File: src/rtl/typeb_enc_pkg.sv
package typeb_enc_pkg;

    typedef enum logic [3:0] {
        PH_IDLE,
        PH_PRE,
        PH_SOF_LO,
        PH_SOF_HI,
        PH_GAP,
        PH_CHAR,
        PH_EOF_MARK,
        PH_EOF_LO,
        PH_EOF_HI
    } phase_e;

    // Line level of the fixed-pattern phases: only the two low runs drive 0.
    function automatic logic phase_level(phase_e p);
        return !(p == PH_SOF_LO || p == PH_EOF_LO);
    endfunction

endpackage

File: src/rtl/typeb_phase_len.sv
module typeb_phase_len
    import typeb_enc_pkg::*;
#(
    parameter int TAG_REP            = 4,
    parameter int TAG_PRE_BITS       = 20,
    parameter int TAG_SOF_ZERO_BITS  = 10,
    parameter int TAG_SOF_ONE_BITS   = 2,
    parameter int TAG_EOF_ZERO_BITS  = 10,
    parameter int TAG_EOF_ONE_BITS   = 10,
    parameter int RDR_PRE_CHIPS      = 40,
    parameter int RDR_SOF_CHIPS      = 10,
    parameter int RDR_EOF_ZERO_CHIPS = 10,
    parameter int RDR_EOF_ONE_CHIPS  = 32,
    parameter int CNT_W              = 8
) (
    input  phase_e             phase,
    input  logic               rdr,
    output logic [CNT_W-1:0]   len
);

    // Chip counts of every fixed-pattern phase, per format.
    localparam logic [CNT_W-1:0] T_PRE  = CNT_W'(TAG_REP * TAG_PRE_BITS);
    localparam logic [CNT_W-1:0] T_SOFL = CNT_W'(TAG_REP * TAG_SOF_ZERO_BITS);
    localparam logic [CNT_W-1:0] T_SOFH = CNT_W'(TAG_REP * TAG_SOF_ONE_BITS);
    localparam logic [CNT_W-1:0] T_EOFL = CNT_W'(TAG_REP * TAG_EOF_ZERO_BITS);
    localparam logic [CNT_W-1:0] T_EOFH = CNT_W'(TAG_REP * TAG_EOF_ONE_BITS);
    localparam logic [CNT_W-1:0] R_PRE  = CNT_W'(RDR_PRE_CHIPS);
    localparam logic [CNT_W-1:0] R_SOF  = CNT_W'(RDR_SOF_CHIPS);
    localparam logic [CNT_W-1:0] R_EOFL = CNT_W'(RDR_EOF_ZERO_CHIPS);
    localparam logic [CNT_W-1:0] R_EOFH = CNT_W'(RDR_EOF_ONE_CHIPS);

    always_comb begin
        unique case (phase)
            PH_PRE:      len = rdr ? R_PRE  : T_PRE;
            PH_SOF_LO:   len = rdr ? R_SOF  : T_SOFL;
            PH_SOF_HI:   len = T_SOFH;
            PH_EOF_MARK: len = CNT_W'(1);
            PH_EOF_LO:   len = rdr ? R_EOFL : T_EOFL;
            PH_EOF_HI:   len = rdr ? R_EOFH : T_EOFH;
            default:     len = CNT_W'(1);
        endcase
    end

endmodule

File: src/rtl/typeb_char_shaper.sv
module typeb_char_shaper #(
    parameter int TAG_REP         = 4,
    parameter int RDR_GUARD_CHIPS = 2,
    parameter int CHAR_W          = 11,
    parameter int BIT_W           = 4,
    parameter int REP_W           = 2
) (
    input  logic [7:0]        data,
    input  logic              rdr,
    output logic [CHAR_W-1:0] vec,
    output logic [BIT_W-1:0]  last_bit,
    output logic [REP_W-1:0]  rep_max
);

    localparam int SB = RDR_GUARD_CHIPS;   // position of the reader start bit

    // Character vector, bit 0 leaves first.
    always_comb begin
        vec = '1;
        if (rdr) begin
            vec[SB]          = 1'b0;
            vec[SB+8:SB+1]   = data;
            last_bit         = BIT_W'(SB + 8);
            rep_max          = '0;
        end else begin
            vec[0]           = 1'b0;
            vec[8:1]         = data;
            vec[9]           = 1'b1;
            last_bit         = BIT_W'(9);
            rep_max          = REP_W'(TAG_REP - 1);
        end
    end

endmodule

File: src/rtl/typeb_byte_hold.sv
module typeb_byte_hold (
    input  logic       clk,
    input  logic       rst_n,
    input  logic       clear,
    input  logic       open,
    input  logic       in_valid,
    input  logic [7:0] in_data,
    input  logic       in_last,
    output logic       in_ready,
    input  logic       pop,
    output logic       full,
    output logic [7:0] out_data,
    output logic       out_last
);

    typedef struct packed {
        logic       full;
        logic       closed;
        logic [7:0] data;
        logic       last;
    } hold_t;

    hold_t hold_q, hold_d;

    assign in_ready = open && !hold_q.full && !hold_q.closed;
    assign full     = hold_q.full;
    assign out_data = hold_q.data;
    assign out_last = hold_q.last;

    always_comb begin
        hold_d = hold_q;
        if (clear) begin
            hold_d.full   = 1'b0;
            hold_d.closed = 1'b0;
        end else begin
            if (pop) begin
                hold_d.full = 1'b0;
            end
            if (in_valid && in_ready) begin
                hold_d.full = 1'b1;
                hold_d.data = in_data;
                hold_d.last = in_last;
                if (in_last) begin
                    hold_d.closed = 1'b1;
                end
            end
        end
    end

    always_ff @(posedge clk or negedge rst_n) begin
        if (!rst_n) begin
            hold_q <= '0;
        end else begin
            hold_q <= hold_d;
        end
    end

    // the sequencer only takes an octet that is really held.
    p_pop_needs_data_r9: assert property (@(posedge clk) disable iff (!rst_n)
        pop |-> hold_q.full);

    // once the final octet is in, no more are accepted this frame.
    p_closed_blocks_r8: assert property (@(posedge clk) disable iff (!rst_n)
        hold_q.closed |-> !in_ready);

endmodule

File: src/rtl/typeb_frame_enc.sv
module typeb_frame_enc
    import typeb_enc_pkg::*;
#(
    parameter int TAG_REP            = 4,
    parameter int TAG_PRE_BITS       = 20,
    parameter int TAG_SOF_ZERO_BITS  = 10,
    parameter int TAG_SOF_ONE_BITS   = 2,
    parameter int TAG_EOF_ZERO_BITS  = 10,
    parameter int TAG_EOF_ONE_BITS   = 10,
    parameter int RDR_PRE_CHIPS      = 40,
    parameter int RDR_SOF_CHIPS      = 10,
    parameter int RDR_GUARD_CHIPS    = 2,
    parameter int RDR_EOF_ZERO_CHIPS = 10,
    parameter int RDR_EOF_ONE_CHIPS  = 32
) (
    input  logic       clk,
    input  logic       rst_n,
    input  logic       chip_en,
    input  logic       fmt_reader,
    input  logic       frame_start,
    input  logic       byte_valid,
    input  logic [7:0] byte_data,
    input  logic       byte_last,
    output logic       byte_ready,
    output logic       ser_out,
    output logic       busy
);

    localparam int CHAR_W = 9 + ((RDR_GUARD_CHIPS > 1) ? RDR_GUARD_CHIPS : 1);
    localparam int BIT_W  = $clog2(CHAR_W + 1);
    localparam int REP_W  = (TAG_REP > 1) ? $clog2(TAG_REP) : 1;
    localparam int CNT_W  = $clog2(TAG_REP * (TAG_PRE_BITS + TAG_SOF_ZERO_BITS
                            + TAG_EOF_ZERO_BITS + TAG_EOF_ONE_BITS)
                            + RDR_PRE_CHIPS + RDR_EOF_ONE_CHIPS + 2);

    typedef struct packed {
        phase_e              ph;
        logic                rdr;
        logic [CNT_W-1:0]    cnt;
        logic [BIT_W-1:0]    bit_i;
        logic [REP_W-1:0]    rep;
        logic [CHAR_W-1:0]   sh;
        logic                last;
        logic                out;
        logic                busy;
    } seq_t;

    localparam seq_t SEQ_RST = '{ph: PH_IDLE, rdr: 1'b0, cnt: '0, bit_i: '0,
                                 rep: '0, sh: '0, last: 1'b0, out: 1'b1,
                                 busy: 1'b0};

    seq_t seq_q, seq_d;

    logic              hold_full;
    logic [7:0]        hold_data;
    logic              hold_last;
    logic              pop;
    logic [CNT_W-1:0]  seg_len;
    logic [CHAR_W-1:0] shaped;
    logic [BIT_W-1:0]  last_bit;
    logic [REP_W-1:0]  rep_max;
    phase_e            next_fixed;

    typeb_byte_hold u_hold (
        .clk      (clk),
        .rst_n    (rst_n),
        .clear    (seq_q.ph == PH_IDLE && frame_start),
        .open     (seq_q.ph == PH_GAP || seq_q.ph == PH_CHAR),
        .in_valid (byte_valid),
        .in_data  (byte_data),
        .in_last  (byte_last),
        .in_ready (byte_ready),
        .pop      (pop),
        .full     (hold_full),
        .out_data (hold_data),
        .out_last (hold_last)
    );

    typeb_phase_len #(
        .TAG_REP            (TAG_REP),
        .TAG_PRE_BITS       (TAG_PRE_BITS),
        .TAG_SOF_ZERO_BITS  (TAG_SOF_ZERO_BITS),
        .TAG_SOF_ONE_BITS   (TAG_SOF_ONE_BITS),
        .TAG_EOF_ZERO_BITS  (TAG_EOF_ZERO_BITS),
        .TAG_EOF_ONE_BITS   (TAG_EOF_ONE_BITS),
        .RDR_PRE_CHIPS      (RDR_PRE_CHIPS),
        .RDR_SOF_CHIPS      (RDR_SOF_CHIPS),
        .RDR_EOF_ZERO_CHIPS (RDR_EOF_ZERO_CHIPS),
        .RDR_EOF_ONE_CHIPS  (RDR_EOF_ONE_CHIPS),
        .CNT_W              (CNT_W)
    ) u_len (
        .phase (seq_q.ph),
        .rdr   (seq_q.rdr),
        .len   (seg_len)
    );

    typeb_char_shaper #(
        .TAG_REP         (TAG_REP),
        .RDR_GUARD_CHIPS (RDR_GUARD_CHIPS),
        .CHAR_W          (CHAR_W),
        .BIT_W           (BIT_W),
        .REP_W           (REP_W)
    ) u_shape (
        .data     (hold_data),
        .rdr      (seq_q.rdr),
        .vec      (shaped),
        .last_bit (last_bit),
        .rep_max  (rep_max)
    );

    // Successor of each fixed-pattern phase; zero-length phases are skipped.
    always_comb begin
        unique case (seq_q.ph)
            PH_PRE:      next_fixed = PH_SOF_LO;
            PH_SOF_LO:   next_fixed = seq_q.rdr ? PH_GAP : PH_SOF_HI;
            PH_SOF_HI:   next_fixed = PH_GAP;
            PH_EOF_MARK: next_fixed = PH_EOF_LO;
            PH_EOF_LO:   next_fixed = PH_EOF_HI;
            default:     next_fixed = PH_IDLE;
        endcase
    end

    always_comb begin
        seq_d = seq_q;
        pop   = 1'b0;
        unique case (seq_q.ph)
            PH_IDLE: begin
                if (frame_start) begin
                    seq_d.ph   = PH_PRE;
                    seq_d.rdr  = fmt_reader;
                    seq_d.cnt  = '0;
                    seq_d.busy = 1'b1;
                end
            end
            PH_GAP: begin
                if (chip_en) begin
                    seq_d.out = 1'b1;
                end
                if (hold_full) begin
                    seq_d.sh    = shaped;
                    seq_d.last  = hold_last;
                    seq_d.bit_i = '0;
                    seq_d.rep   = '0;
                    seq_d.ph    = PH_CHAR;
                    pop         = 1'b1;
                end
            end
            PH_CHAR: begin
                if (chip_en) begin
                    seq_d.out = seq_q.sh[seq_q.bit_i];
                    if (seq_q.rep != rep_max) begin
                        seq_d.rep = seq_q.rep + 1'b1;
                    end else begin
                        seq_d.rep = '0;
                        if (seq_q.bit_i != last_bit) begin
                            seq_d.bit_i = seq_q.bit_i + 1'b1;
                        end else begin
                            seq_d.bit_i = '0;
                            if (seq_q.last) begin
                                seq_d.ph  = seq_q.rdr ? PH_EOF_MARK : PH_EOF_LO;
                                seq_d.cnt = '0;
                            end else if (hold_full) begin
                                seq_d.sh   = shaped;
                                seq_d.last = hold_last;
                                pop        = 1'b1;
                            end else begin
                                seq_d.ph = PH_GAP;
                            end
                        end
                    end
                end
            end
            default: begin
                if (chip_en) begin
                    seq_d.out = phase_level(seq_q.ph);
                    if (seq_q.cnt != seg_len - 1'b1) begin
                        seq_d.cnt = seq_q.cnt + 1'b1;
                    end else begin
                        seq_d.cnt = '0;
                        seq_d.ph  = next_fixed;
                        if (seq_q.ph == PH_EOF_HI) begin
                            seq_d.busy = 1'b0;
                        end
                    end
                end
            end
        endcase
    end

    always_ff @(posedge clk or negedge rst_n) begin
        if (!rst_n) begin
            seq_q <= SEQ_RST;
        end else begin
            seq_q <= seq_d;
        end
    end

    assign ser_out = seq_q.out;
    assign busy    = seq_q.busy;

    // an inactive line rests high.
    p_idle_line_high_r1: assert property (@(posedge clk) disable iff (!rst_n)
        !busy |-> ser_out);

    // the line moves only on an enabled edge.
    p_hold_without_en_r12: assert property (@(posedge clk) disable iff (!rst_n)
        !chip_en |=> $stable(ser_out));

    // the holding slot is open only in the character window.
    p_ready_window_r8: assert property (@(posedge clk) disable iff (!rst_n)
        byte_ready |-> (seq_q.ph == PH_GAP || seq_q.ph == PH_CHAR));

    // the format latched at start stays put for the whole frame.
    p_format_frozen_r10: assert property (@(posedge clk) disable iff (!rst_n)
        busy |=> $stable(seq_q.rdr));

    // a frame only begins from a start strobe.
    p_start_strobe_r11: assert property (@(posedge clk) disable iff (!rst_n)
        $rose(busy) |-> $past(frame_start));

    // an underrun chip is a one.
    p_gap_chip_one_r9: assert property (@(posedge clk) disable iff (!rst_n)
        (seq_q.ph == PH_GAP && chip_en) |=> ser_out);

endmodule

File: config.mk
export PLATFORM = sky130hd
export DESIGN_NAME = typeb_frame_enc
export DESIGN_NICKNAME = d
export VERILOG_FILES = /design/src/rtl/typeb_enc_pkg.sv /design/src/rtl/typeb_phase_len.sv /design/src/rtl/typeb_char_shaper.sv /design/src/rtl/typeb_byte_hold.sv /design/src/rtl/typeb_frame_enc.sv
export SDC_FILE = /design/constraint.sdc
export NUM_CORES = 1
export LEC_CHECK = 0
export ABC_AREA = 1
export BUFFER_PORTS_ARGS = -buffer_cell sky130_fd_sc_hd__buf_4
export CAP_MARGIN = 5
export CORE_ASPECT_RATIO = 0.9
export CORE_MARGIN = 2
export CORE_UTILIZATION = 27
export CTS_BUF_LIST = sky130_fd_sc_hd__clkbuf_4 sky130_fd_sc_hd__clkbuf_8
export CTS_CLUSTER_SIZE = 25
export DETAILED_ROUTE_END_ITERATION = 16
export HOLD_SLACK_MARGIN = 0.15
export PLACE_DENSITY_LB_ADDON = 0.08
export SETUP_SLACK_MARGIN = 0.2
export SYNTH_ARGS = -nofsm -noshare
export SYNTH_HDL_FRONTEND = slang
export SYNTH_HIERARCHICAL = 1
export SYNTH_SLANG_ARGS = --single-unit
File: constraint.sdc
create_clock -name clk -period 3 [get_ports clk]
set_clock_uncertainty 0.05 [all_clocks]
set_input_delay 0.6 -clock clk [delete_from_list [all_inputs] [get_ports clk]]
set_output_delay 0.6 -clock clk [all_outputs]
set_load 0.02 [all_outputs]
==> results.ini, run 1 <==
[finish]
seq_area_um2=1130
final_common_cell=nand2_1
final_cells=625
multi_input_area_um2=1720
fin_nets=486
layout_common_cells=nand2_1, nand3_1, inv_1, dfrtp_1, nor2_1
antenna_cells=0
fill_cells=1291
final_core_util_pct=30.9
synthToLayoutAreaGrowth_pct=10.3
layout-drive-gt1-share_pct=16.2

[critical_path]
path_cells=buf_4 > nor2_4 > nand2_1 > inv_1 > nand2_2 > nor2_8 > buf_4
cp_max_fo=10
cp_slowest_cell=dfrtp_2
path_buf_inv=3
cp-start-kind=register
setup.worst_path.class=register to output pin
worstPathRequired_ns=2.35
critical_path.most_common_cell=buf_4
max_stage_delay_ns=0.46
cpLargestDelayFamily=simple AND/OR/NAND/NOR gates
cp.arrival_ns=1.80
endpoint_kind=output pin

[place]
dp_hpwl_um=5920
pre_cts_ws_ns=0.365
gp_congestion=0.815
dp_cells=613
portBuffers=17

[synthesis]
synth-seq-cells=45
synth_edf_count=0
netlist_area_um2=3240
ys.flop_type=dfrtp_1
syn_inst=458
synth_top_area_share_pct=34.0
synthTopCellsByArea=dfrtp_1, nand2_1, nand3_1
synth_top_area_cell=dfrtp_1
synthArstFlopShare_pct=100
synth_warnings=6
ys_types=42
ys_seq_area_share_pct=34.8
synth.avg_cell_area_um2=7.08

[sta]
fmax_mhz=408
max_slew_margin_pct=59.6
post-route-period-util_pct=81.7
rsz0062_at_grt=false
fin_tns_setup_ns=0
setup_viol=0
hold_viol=0
fin_crit_ns=2.45
slew_viol_final=0
whs_ns=0.244
worst_slack_ns=0.550
worstMarginPinSlew_ns=0.606

[die]
die_w_um=119
design.core.area_um2=11600
dieArea_um2=12900
initial_core_util_pct=28.0
die_h_um=108
ios=18
rows=37

[detailed_routing]
wl_per_cell_um=12.5
wirelength_um=7830
vias=2761
routed-wl-met2_um=3140
drtIter0Drc=175
drc=0
ant_nets=0
route.met3.wl_um=191
via_per_inst=4.42
firstDrtPassIters=4
wl_met1_um=4440
highest_layer=met4

[hold_path]
worst_hold_path_type=input pin to async pin

[power]
ir_worst_vdd_uv=268
leakagePower_nw=1.75
p_per_area_nw_per_um2=926

[global_route]
grt_pass1_vias=2756
grt_pass1_wl_um=13700
antenna_found_initial=0
grt_max_degree=46
gr-total-overflow=0
grt_usage_pct=13.2

[clock_tree]
clk_latency_ns=0.30
cts_tree=yes
numCtsBuffers=5
cts.sinks=45
cts_max_level=2
cts_root_buf=clkbuf_8
cts.path.max_buffers=2
postCtsHoldBufs=0
clk_pin_slew_worst_paths_ns=0.09

[run_status]
status=complete, no violations

[job]
maxCapViolCount=0

[per-layer routing]
layer / up-vias / global-route usage, %
met4: 0 / 2.69
met5: - / 0
li1: 1446 / -
met1: 1276 / 20.0
met3: 4 / 2.27
met2: 35 / 19.5
[path summary, 6_finish.rpt]
path | startpoint | endpoint | slack [ns] | cells after the start
worst max-delay path | seq_q[33] | byte_ready | 0.55 | 7
worst min-delay path | rst_n | seq_q[18] | 0.24 | 1
worst max register to register | seq_q[31] | seq_q[32] | 0.57 | 17
worst min register to register | seq_q[12] | seq_q[12] | 0.44 | 2
max in group asynchronous | rst_n | seq_q[33] | 2.23 | 1
min in group clk | seq_q[12] | seq_q[12] | 0.44 | 2
[timing repair]
item / CTS / global route
setup endpoints to repair: 0 / 14
gates resized for setup: 0 / 7
buffers inserted: 0 / 4
[through the flow]
step	area (um2)	power, mW
2_1_floorplan	3250	2.47
3_3_place_gp	3410	2.80
3_5_place_dp	3410	2.80
4_1_cts	3530	3.32
5_1_grt	3570	3.70
6_report	3570	3.31
[logic make-up after synthesis]
| logic type | share of synthesized area (%) |
|---|---|
| xor gates and xnor gates | 4.87 |
| DFF | 34.8 |
| other | 0.347 |
| and+or+nand+nor | 38.2 |
| buffers and inverters | 12.8 |
| AOI/OAI and AO/OA | 7.88 |
| adders and majority gates | 1.16 |
[flip-flops by register name (all words and copies together), names as in the netlist]
name             cells
seq_q               32
u_hold/out_data      8
busy                 1
ser_out              1
u_hold/full          1
u_hold/hold_q        1
u_hold/out_last      1
[cells in the mapped netlist, types with 2 or more instances]
cell type and instances:
nand3_2 2, nand3_4 2, nor2_4 2, o21ai_0 21, xnor2_1 3, buf_6 2, a21oi_1 7, xor2_1 15
ha_1 3, nand2_1 151, nor3_1 6, buf_4 19, conb_1 3, nand3_1 46, inv_6 2, nor2_2 5
nor2_8 2, o21a_1 2, dfrtp_1 44, nand4_1 5, inv_1 44, o21ai_2 3, nor2_1 33, nand3b_1 4
o211ai_1 3, a31oi_1 2, nand2_2 4, inv_2 9
[power by group]
group | switching, mW | internal [mW] | leakage (nW)
combinational | 1.12 | 0.610 | 1.12
clock | 0.231 | 0.271 | 0.0574
sequential | 0.237 | 0.838 | 0.576
total | 1.59 | 1.72 | 1.75
[final cells by class]
cell class | instances | share of cell area [%]
Multi-Input combinational cell | 335 | 48.1
Sequential cell | 45 | 31.7
Inverter | 56 | 6.16
Tap cell | 156 | 5.46
Timing Repair Buffer | 25 | 5.25
Clock buffer | 6 | 2.31
Clock inverter | 2 | 1.05
(Power assumes the default switching activity.)
==> run 2, diff against run 1 <==
==> constraint.sdc (replaced) <==
create_clock -name clk -period 2.2 [get_ports clk]
set_clock_uncertainty 0.05 [all_clocks]
set_input_delay 0.44 -clock clk [delete_from_list [all_inputs] [get_ports clk]]
set_output_delay 0.44 -clock clk [all_outputs]
set_load 0.02 [all_outputs]
==> run 2 against run 1 <==
Against the previous run:
- the flow now finishes with violations (setup timing)
- flip-flop and latch count unchanged
- via count up 3.9%
- critical path type is now register to register
- global-route usage increased by 0.29 points
- sequential power rose by 32%
- combinational power grew 80%
- non-clock buffer count is 38 higher
- count of clock-buffer cells in the layout increased by 1
- worst setup slack got worse by 0.57 ns
- largest cell class unchanged
==> results.ini, run 2 (synthesized netlist as in run 1, its figures left out) <==
[sta]
fin_tns_setup_ns=-0.116  ; was 0 ns
rsz0062_at_grt=true  ; was false
max_slew_margin_pct=59.7  ; was 59.6%
worstMarginPinSlew_ns=0.605  ; was 0.606 ns
hold_viol=0  ; unchanged
setup_viol=9  ; was 0
fmax_mhz=450
post-route-period-util_pct=101
slew_viol_final=0  ; unchanged
worst_slack_ns=-0.0216  ; was 0.550 ns
fin_crit_ns=2.22

[power]
p_seq_share_pct=27.8  ; was 32.5%
p_int_mw=2.74  ; was 1.72 mW
swShare_pct=46.8  ; was 48.1%
leakagePower_nw=1.98  ; was 1.75 nW
p_comb_share_pct=60.7  ; was 52.3%
pwr-share-clk_pct=11.5  ; was 15.2%
p_per_area_nw_per_um2=1280  ; was 926 nW/um2
p_sw_mw=2.41  ; was 1.59 mW
ir_worst_vdd_uv=372  ; was 268 uV

[clock_tree]
cts_max_level=2  ; unchanged
cts_root_buf=clkbuf_8  ; unchanged
cts_tree=yes  ; unchanged
clk_pin_slew_worst_paths_ns=0.09  ; about the same
numCtsBuffers=5  ; unchanged
cts.path.max_buffers=2  ; unchanged
cts.sinks=45  ; unchanged
clk_latency_ns=0.30  ; about the same

[place]
gp_congestion=0.774  ; was 0.815
portBuffers=17  ; unchanged
place_area_um2=3610  ; was 3410 um2
dp_hpwl_um=6060  ; was 5920 um

[finish]
layout-drive-gt1-share_pct=26.9  ; was 16.2%
layout_common_cells=nand2_1, buf_4, nand3_1, dfrtp_1, inv_1  ; was nand2_1, nand3_1, inv_1, dfrtp_1, nor2_1
synthToLayoutAreaGrowth_pct=24.5  ; was 10.3%
final_cell_area_um2=4030  ; was 3570 um2
fin_nets=526  ; was 486
final_common_cell=nand2_1  ; unchanged
largest_reg_flops=32  ; unchanged
antenna_cells=0  ; unchanged
largest-register=seq_q  ; unchanged

[critical_path]
cp_slowest_cell=dfrtp_2  ; unchanged
path_cells=nor2_4 > o21ai_2 > nor2_1 > nor2_2 > inv_2 > ha_4 > nand2_1 > nor2_1 > nand2_1 > nand2_1 > nand2_1 > inv_1 > nand2_1 > nor2_1 > nand2_2 > buf_6 > nand3b_1 > o21ai_1  ; was buf_4 > nor2_4 > nand2_1 > inv_1 > nand2_2 > nor2_8 > buf_4
setup.worst_path.class=register to register  ; was register to output pin
path_buf_inv=3  ; unchanged
max_stage_delay_ns=0.46  ; about the same
cp.arrival_ns=2.36  ; was 1.80 ns
cpLargestDelayFamily=simple AND/OR/NAND/NOR gates  ; unchanged
endpoint_kind=register  ; was output pin
cp-start-kind=register  ; unchanged
cp_max_fo=9  ; was 10
worstPathRequired_ns=2.34  ; was 2.35 ns
r2r_slack_ns=-0.02  ; was 0.57 ns
critical_path.most_common_cell=nand2_1  ; was buf_4

[global_route]
antenna_found_initial=0  ; unchanged
grt_pass1_vias=2834  ; was 2756
grt_max_degree=46  ; unchanged
gr-total-overflow=0  ; unchanged
grt_usage_pct=13.5  ; was 13.2%
grt_pass1_wl_um=14000  ; was 13700 um

[detailed_routing]
firstDrtPassIters=4  ; unchanged
via_per_inst=4.31  ; was 4.42
drc=0  ; unchanged
vias=2869  ; was 2761
ant_nets=0  ; unchanged
drtIter0Drc=166  ; was 175
wl_per_cell_um=12.5  ; about the same
wirelength_um=8330  ; was 7830 um

[die]
ios=18  ; unchanged
die_h_um=108  ; unchanged
die_w_um=119  ; unchanged
initial_core_util_pct=28.0  ; unchanged
design.core.area_um2=11600  ; unchanged
dieArea_um2=12900  ; unchanged
rows=37  ; unchanged

[job]
maxCapViolCount=0  ; unchanged

[hold_path]
worst_hold_path_type=input pin to register  ; was input pin to async pin

[run_status]
status=finished with violations  ; was complete, no violations
violations=setup timing

## run 2: area by class of cell
type,count,area (um2)
Fill cell,1249,7540
Multi-Input combinational cell,336,1820
Sequential cell,45,1130
Timing Repair Buffer,63,526
Inverter,56,246
Tap cell,156,195
Clock buffer,7,96.3
Timing Repair inverter,1,8.76
Clock inverter,1,5.00
## run 2: worst register-to-register path, cell delays in order (launching register included)
cell and delay [ns]:
dfrtp_2 0.46, nor2_4 0.13, o21ai_2 0.08, nor2_1 0.12, nor2_2 0.06, inv_2 0.07
ha_4 0.17, nand2_1 0.06, nor2_1 0.11, nand2_1 0.06, nand2_1 0.06, nand2_1 0.05
inv_1 0.04, nand2_1 0.06, nor2_1 0.13, nand2_2 0.10, buf_6 0.15, nand3b_1 0.08
o21ai_1 0.06
## run 2: stage by stage
step | util [%] | cells | worst slack [ns] | hold slack (ns) | power (mW)
global placement | 31.2 | 637 | -0.0783 | 0.413 | 4.13
finish | 34.9 | 665 | -0.0216 | 0.300 | 5.15
detailed placement | 31.2 | 637 | -0.0703 | 0.415 | 4.13
floorplan | - | 460 | 0.0341 | 0.0944 | 3.42
CTS | 33.3 | 654 | -0.0655 | 0.291 | 4.90
global route | 34.9 | 665 | -0.259 | 0.302 | 5.69
## run 2: layer usage
layer	track usage, %	up-vias	part of all wire, %
met1	20.0	1281	53
met2	19.7	46	42
met4	3.36	0	1.1
met5	0	-	0
met3	2.85	11	3.4
li1	-	1531	-
## run 2: what timing repair did
item | CTS | global route
endpoints found under the setup margin | 26 | 34
hold endpoints to repair | 44 | 0
hold buffers | 1 | 0
buffers inserted | 8 | 9
pin swaps | 5 | 11
gates cloned | 0 | 2
resized for setup | 19 | 30
## run 2: final timing paths
kind,startpoint,end,depth (start not counted)
max reg2reg,seq_q[33],seq_q[25],18
min in group asynchronous,rst_n,u_hold/out_data[3],2
max in group asynchronous,rst_n,seq_q[33],2
min reg2reg,seq_q[10],seq_q[10],2
min,fmt_reader,seq_q[29],3
max,seq_q[33],seq_q[25],18
## run 2: power groups by stage
| stage | Sequential (mW) | Combinational, mW | Clock (mW) |
|---|---|---|---|
| after global routing | 1.48 | 3.55 | 0.658 |
| after floorplan | 1.39 | 2.03 | 0 |
| after global placement | 1.44 | 2.69 | 0 |
| after detailed placement | 1.45 | 2.68 | 0 |
| final | 1.43 | 3.12 | 0.591 |
| after CTS | 1.43 | 2.85 | 0.617 |
